File: config.mk
export PLATFORM = sky130hd
export DESIGN_NAME = io_access_unit
export DESIGN_NICKNAME = d
export VERILOG_FILES = /design/src/rtl/io_pkg.sv /design/src/rtl/io_req_decode.sv /design/src/rtl/io_reg_bank.sv /design/src/rtl/io_access_unit.sv
export SDC_FILE = /design/constraint.sdc
export NUM_CORES = 1
export LEC_CHECK = 0
export BUFFER_PORTS_ARGS = -buffer_cell sky130_fd_sc_hd__buf_4
export CAP_MARGIN = 20
export CORE_MARGIN = 2
export CORE_UTILIZATION = 30
export DETAILED_ROUTE_END_ITERATION = 16
export PLACE_DENSITY = 0.52
export SYNTH_ARGS = -nofsm -noshare
export SYNTH_HDL_FRONTEND = slang
export SYNTH_SLANG_ARGS = --single-unit
export TNS_END_PERCENT = 10
File: constraint.sdc
create_clock -name clk -period 2.95 [get_ports clk]
set_clock_uncertainty 0.15 [all_clocks]
set_input_delay 0.4425 -clock clk [delete_from_list [all_inputs] [get_ports clk]]
set_output_delay 0.4425 -clock clk [all_outputs]
set_load 0.05 [all_outputs]
File: src/rtl/io_pkg.sv
package io_pkg;
    localparam int ADDR_W = 9;
    localparam int DATA_W = 8;
    localparam int BIT_W  = $clog2(DATA_W);
    localparam int GP_N   = 3;
    localparam logic [ADDR_W-1:0] IO_OFS = 9'h020;

    typedef enum logic [2:0] {
        OP_IN   = 3'd0,
        OP_OUT  = 3'd1,
        OP_LD   = 3'd2,
        OP_ST   = 3'd3,
        OP_BSET = 3'd4,
        OP_BCLR = 3'd5,
        OP_SKS  = 3'd6,
        OP_SKC  = 3'd7
    } io_op_e;

    typedef enum logic [2:0] {
        ACT_IDLE,
        ACT_READ,
        ACT_WRITE,
        ACT_BSET,
        ACT_BCLR,
        ACT_TSET,
        ACT_TCLR,
        ACT_FAULT
    } io_act_e;
endpackage

File: src/rtl/io_req_decode.sv
module io_req_decode
    import io_pkg::*;
#(
    parameter logic [ADDR_W-1:0] SHORT_LAST = 9'h03F,
    parameter logic [ADDR_W-1:0] BIT_LAST   = 9'h01F
) (
    input  logic              valid,
    input  io_op_e            op,
    input  logic [ADDR_W-1:0] addr,
    output io_act_e           act,
    output logic [ADDR_W-1:0] daddr
);
    logic short_ok, bit_ok, data_ok;

    assign short_ok = (addr <= SHORT_LAST);
    assign bit_ok   = (addr <= BIT_LAST);
    assign data_ok  = (addr >= IO_OFS);

    always_comb begin
        daddr = addr + IO_OFS;
        act   = ACT_IDLE;
        if (valid) begin
            unique case (op)
                OP_IN:   act = short_ok ? ACT_READ  : ACT_FAULT;
                OP_OUT:  act = short_ok ? ACT_WRITE : ACT_FAULT;
                OP_LD: begin
                    daddr = addr;
                    act   = data_ok ? ACT_READ : ACT_FAULT;
                end
                OP_ST: begin
                    daddr = addr;
                    act   = data_ok ? ACT_WRITE : ACT_FAULT;
                end
                OP_BSET: act = bit_ok ? ACT_BSET : ACT_FAULT;
                OP_BCLR: act = bit_ok ? ACT_BCLR : ACT_FAULT;
                OP_SKS:  act = bit_ok ? ACT_TSET : ACT_FAULT;
                OP_SKC:  act = bit_ok ? ACT_TCLR : ACT_FAULT;
                default: act = ACT_FAULT;
            endcase
        end
    end
endmodule

File: src/rtl/io_reg_bank.sv
module io_reg_bank
    import io_pkg::*;
#(
    parameter logic [ADDR_W-1:0] GP_DA [GP_N] = '{9'h023, 9'h024, 9'h045},
    parameter logic [ADDR_W-1:0] STAT_DA      = 9'h025,
    parameter logic [ADDR_W-1:0] EXT_DA       = 9'h100,
    parameter logic [DATA_W-1:0] STAT_MASK    = 8'h0F
) (
    input  logic              clk,
    input  logic              rst_n,
    input  io_act_e           act,
    input  logic [ADDR_W-1:0] daddr,
    input  logic [BIT_W-1:0]  bit_idx,
    input  logic [DATA_W-1:0] wdata,
    input  logic [DATA_W-1:0] hw_set,
    output logic [DATA_W-1:0] rdata,
    output logic [DATA_W-1:0] stat_flags
);
    logic [DATA_W-1:0]            bit_mask;
    logic [GP_N-1:0][DATA_W-1:0]  gp_q;
    logic [DATA_W-1:0]            stat_q, stat_clr, ext_q;

    assign bit_mask = DATA_W'(1) << bit_idx;

    for (genvar g = 0; g < GP_N; g++) begin : g_gp
        logic [DATA_W-1:0] gp_r;
        logic              hit;
        assign hit = (daddr == GP_DA[g]);
        always_ff @(posedge clk or negedge rst_n) begin
            if (!rst_n) begin
                gp_r <= '0;
            end else if (hit) begin
                unique case (act)
                    ACT_WRITE: gp_r <= wdata;
                    ACT_BSET:  gp_r <= gp_r | bit_mask;
                    ACT_BCLR:  gp_r <= gp_r & ~bit_mask;
                    default:   gp_r <= gp_r;
                endcase
            end
        end
        assign gp_q[g] = gp_r;
    end

    always_comb begin
        stat_clr = '0;
        if (daddr == STAT_DA) begin
            unique case (act)
                ACT_WRITE: stat_clr = wdata;
                ACT_BSET:  stat_clr = bit_mask;
                default:   stat_clr = '0;
            endcase
        end
    end

    always_ff @(posedge clk or negedge rst_n) begin
        if (!rst_n) begin
            stat_q <= '0;
        end else begin
            stat_q <= ((stat_q & ~stat_clr) | hw_set) & STAT_MASK;
        end
    end

    always_ff @(posedge clk or negedge rst_n) begin
        if (!rst_n) begin
            ext_q <= '0;
        end else if (act == ACT_WRITE && daddr == EXT_DA) begin
            ext_q <= wdata;
        end
    end

    always_comb begin
        rdata = '0;
        for (int g = 0; g < GP_N; g++) begin
            if (daddr == GP_DA[g]) rdata = gp_q[g];
        end
        if (daddr == STAT_DA) rdata = stat_q;
        if (daddr == EXT_DA)  rdata = ext_q;
    end

    assign stat_flags = stat_q;
endmodule

File: src/rtl/io_access_unit.sv
module io_access_unit
    import io_pkg::*;
#(
    parameter logic [ADDR_W-1:0] GP0_DA    = 9'h023,
    parameter logic [ADDR_W-1:0] GP1_DA    = 9'h024,
    parameter logic [ADDR_W-1:0] GP2_DA    = 9'h045,
    parameter logic [ADDR_W-1:0] STAT_DA   = 9'h025,
    parameter logic [ADDR_W-1:0] EXT_DA    = 9'h100,
    parameter logic [DATA_W-1:0] STAT_MASK = 8'h0F
) (
    input  logic              clk,
    input  logic              rst_n,
    input  logic              req_valid,
    input  logic [2:0]        req_op,
    input  logic [ADDR_W-1:0] req_addr,
    input  logic [BIT_W-1:0]  req_bit,
    input  logic [DATA_W-1:0] req_wdata,
    input  logic [DATA_W-1:0] hw_flag_set,
    output logic [DATA_W-1:0] rd_data,
    output logic              skip,
    output logic              err
);
    io_act_e           act;
    logic [ADDR_W-1:0] daddr;
    logic [DATA_W-1:0] bank_rd;
    logic [DATA_W-1:0] stat_flags;
    logic [DATA_W-1:0] hw_masked;

    assign hw_masked = hw_flag_set & STAT_MASK;

    io_req_decode u_dec (
        .valid (req_valid),
        .op    (io_op_e'(req_op)),
        .addr  (req_addr),
        .act   (act),
        .daddr (daddr)
    );

    io_reg_bank #(
        .GP_DA     ('{GP0_DA, GP1_DA, GP2_DA}),
        .STAT_DA   (STAT_DA),
        .EXT_DA    (EXT_DA),
        .STAT_MASK (STAT_MASK)
    ) u_bank (
        .clk        (clk),
        .rst_n      (rst_n),
        .act        (act),
        .daddr      (daddr),
        .bit_idx    (req_bit),
        .wdata      (req_wdata),
        .hw_set     (hw_masked),
        .rdata      (bank_rd),
        .stat_flags (stat_flags)
    );

    always_comb begin
        rd_data = '0;
        skip    = 1'b0;
        err     = 1'b0;
        unique case (act)
            ACT_READ:  rd_data = bank_rd;
            ACT_TSET: begin
                rd_data = bank_rd;
                skip    = bank_rd[req_bit];
            end
            ACT_TCLR: begin
                rd_data = bank_rd;
                skip    = ~bank_rd[req_bit];
            end
            ACT_FAULT: err = 1'b1;
            default: ;
        endcase
    end
endmodule

==> flow_summary_export.csv <==
group,metric,value,unit
power,power.switching,570,uW
critical_path,worst_ep_arrival_time,2.86,ns
timing,slew_headroom,0.612,
timing,max_clock_freq,0.289,GHz
timing,setup_violations,13,
global_routing,grt_pass1_vias,3112,
outcome,status,"finished, violations left",
critical_path,path_max_fanout,9,
drt,ant_nets,0,
die,dieArea,10300,um^2
drt,routedWlPerCell,17.1,um
timing,finalCritPeriodShare,1.17,
outcome,violations,"setup timing",
critical_path,crit_type,"input pin to primary output",
synthesis,synth_area_leader_cell,"dfrtp_1",
power,p_sw_frac,0.351,
final_layout,multi_input_area,2040,um^2
synthesis,ys_ff_latch,36,
synthesis,syn_inst,350,
synthesis,syn_area,2850,um^2
critical_path,path_cells,"buf_4, and3b_2, or3_4, nand3_4, nor3_2, buf_4, a22o_1, o311a_1, a211oi_2, mux2i_1, nor2_4, buf_6",
drt,routed_wl,10.2,mm
cts,cts.reportedPaths.clkPinSlew,0.08,ns
worst_hold_path,hold_path_class,"input pin to flip-flop",
drt,drc,0,
die,initial_core_util,0.308,
critical_path,reg2reg_slack,1.93,ns
power,pwr-share-clk,0.233,
drt,first_iter_violations,174,
timing,rsz0062_at_grt,"true",
final_layout,drive_gt1_frac,0.412,
timing,min_period,3.45,ns
synthesis,async_reset_ff_frac,1.00,
critical_path,startpoint_type,"input pin",
timing,slew_viol_final,0,
synthesis,synth-edff-count,0,
flow_run,maxCapViolations,0,
critical_path,critPathRequiredTime,2.36,ns
placement,hpwlAfterDp,7.66,mm
cts,numCtsBuffers,5,
final_layout,n_antenna_cell,0,
power,peakVddDrop,229,uV
power,power_leakage,1.81,nW
global_routing,antenna_found_initial,0,
global_routing,grt_pass1_wl,16.2,mm
global_routing,grtUsageTotal,0.202,
die,coreArea,9240,um^2
timing,worst_pin_slew,0.578,ns
synthesis,synth_top_area_frac,0.316,
critical_path,cpLargestDelayFamily,"compound AO/OA/AOI/OAI gates",
synthesis,yosys-top-cells-area,"dfrtp_1 (32%), o21ai_0 (6.0%), nor2_1 (5.9%), a21oi_1 (5.8%), nand2_1 (4.9%)",
cts,clkLatencyLatePin,0.29,ns
cts,cts_sinks,36,
cts,cts_max_level,2,
power,seqPwrFrac,0.424,
drt,vias,3085,
critical_path,cp_num_buf_inv,3,
synthesis,ys_types,65,
final_layout,final_util,0.466,
power,power_density,377,nW/um^2
synthesis,ys.flop_type,"dfrtp_1",
global_routing,grt_max_degree,37,
final_layout,fillerInstances,895,
critical_path,end_kind,"primary output",
synthesis,yosys_warnings,0,
critical_path,cp_slowest_cell,"or3_4",
timing,whs,0.168,ns
timing,finalHoldViolations,0,
die,die_x,101,um
synthesis,yosysSeqAreaShare,0.316,
final_layout,ff_latch_area,901,um^2
cts,cts_tree,"done",
die,ioPinCount,44,
final_layout,syn2layout_area_growth,51.4,%
placement,port_buffers,39,
power,total_power,1.62,mW
synthesis,syn_nets,387,
drt,viasPerCell,5.18,
drt,firstDrtPassIters,5,
power,power_frac_comb,0.343,
placement,gp_congestion,0.904,
cts,cts.root.buffer_cell,"clkbuf_8",
synthesis,postSynthAreaPerCell,8.13,um^2
cts,cts_buffer_depth,2,
critical_path,crit_top_cell,"buf_4",
die,die_y,101,um
global_routing,grt_overflow,0,
power,internal-power,1.05,mW
final_layout,nets,502,
critical_path,slowest_delay,0.40,ns
timing,worst_slack,-0.505,ns
die,row_count,35,
==> kinds of logic after synthesis <==
group / after synthesis / share of synthesized area
flops: 36 / 0.316
buf+inv: 25 / 0.0440
mux: 14 / 0.0541
fa+ha+maj: 3 / 0.0132
simple gates: 139 / 0.250
compound gates: 133 / 0.322
==> final timing paths <==
| path | startpoint | to | depth (start not counted) |
|---|---|---|---|
| hold reg to reg | u_bank.stat_flags[3]$_DFF_PN0_ | u_bank.stat_flags[3]$_DFF_PN0_ | 1 |
| max in group asynchronous | rst_n | u_bank.stat_flags[0]$_DFF_PN0_ | 2 |
| setup / recovery | req_op[1] | skip | 12 |
| min in group asynchronous | rst_n | u_bank.ext_q[6]$_DFFE_PN0P_ | 2 |
| hold / removal | hw_flag_set[1] | u_bank.stat_flags[1]$_DFF_PN0_ | 2 |
| setup reg to reg | u_bank.g_gp[0].gp_r[1]$_DFFE_PN0P_ | u_bank.g_gp[0].gp_r[1]$_DFFE_PN0P_ | 4 |
==> synth_stat cells (all sizes together) (4+ instances only) <==
master and number:
or3 4, a21o 4, nor2 45, o21ai 47, mux2 11, o2bb2ai 5, nand2 37, nor3 6
clkbuf 10, buf 9, nor2b 17, nand3 4, a22oi 8, a21oi 34, nand2b 6, a211oi 4
dfrtp 36, or2 4, a221oi 6, inv 6
==> flip-flops by register name, indices dropped and copies added, names as in the netlist <==
| name | cells |
|---|---|
| u_bank.g_gp.gp_r | 24 |
| u_bank.ext_q | 8 |
| u_bank.stat_flags | 4 |
==> area by class of cell <==
class	instances	share of cell area
multi-input cells	289	0.474
clock inverters	2	0.00232
inverters	6	0.00522
flip-flops and latches	36	0.209
clock buffers	6	0.0192
well taps	129	0.0374
repair buffers	127	0.253
==> layout by cell type, fill, tap and decap left out, types with 3 or more instances in the layout <==
| cell type | Yosys | final |
|---|---|---|
| o21ai_1 | 13 | 14 |
| buf_6 | 3 | 9 |
| a21oi_1 | 33 | 33 |
| a22oi_1 | 8 | 6 |
| or2_2 | 3 | 3 |
| a21o_1 | 4 | 4 |
| mux2_2 | 10 | 10 |
| nand2b_1 | 5 | 5 |
| nor2b_1 | 17 | 13 |
| or3_1 | 4 | 3 |
| nor2_4 | 0 | 7 |
| buf_4 | 0 | 108 |
| nor3b_1 | 3 | 3 |
| buf_12 | 0 | 3 |
| clkbuf_8 | 0 | 6 |
| a211oi_2 | 1 | 3 |
| nand2_1 | 37 | 37 |
| nor3_1 | 5 | 4 |
| inv_1 | 6 | 6 |
| dfrtp_1 | 36 | 36 |
| a221oi_2 | 1 | 3 |
| o2bb2ai_1 | 5 | 4 |
| o21ai_0 | 34 | 33 |
| nor2_1 | 45 | 38 |
| mux2i_1 | 3 | 3 |
| nor2b_4 | 0 | 3 |
| buf_8 | 0 | 5 |
==> metal layers <==
layer	up-vias	GRT usage	share of wire
met5	-	0	0
met3	17	0.0297	0.052
met4	0	0.0551	0.016
li1	1510	-	-
met1	1469	0.266	0.44
met2	89	0.345	0.49
==> power by group through the flow <==
stage                     logic, mW  registers [mW]  clock network [mW]
final                         0.557           0.688               0.379
after global routing          0.629           0.700               0.406
after detailed placement      0.530           0.694                   0
after floorplan               0.350           0.668                   0
after global placement        0.523           0.690                   0
after CTS                     0.545           0.684               0.389
==> repair_timing <==
action | in CTS | in global routing
hold buffers | 1 | 0
buffers inserted | 1 | 4
gates resized for setup | 26 | 17
pin swaps | 6 | 11
cloned | 1 | 0
setup endpoints to repair | 9 | 46
hold endpoints to repair | 36 | 0
==> through the flow <==
step / cell area (um^2) / setup WS, ns / TNS [ns] / cells
finish: 4310 / -0.505 / -3.59 / 595
global route: 4310 / -0.590 / -7.17 / 595
CTS: 4200 / -0.449 / -3.19 / 591
detailed placement: 3950 / -0.550 / -10.82 / 580
global placement: 3950 / -0.527 / -10.47 / 580
floorplan: 2980 / -0.306 / -2.36 / 350
No activity file was read; power rests on OpenSTA's default activity.
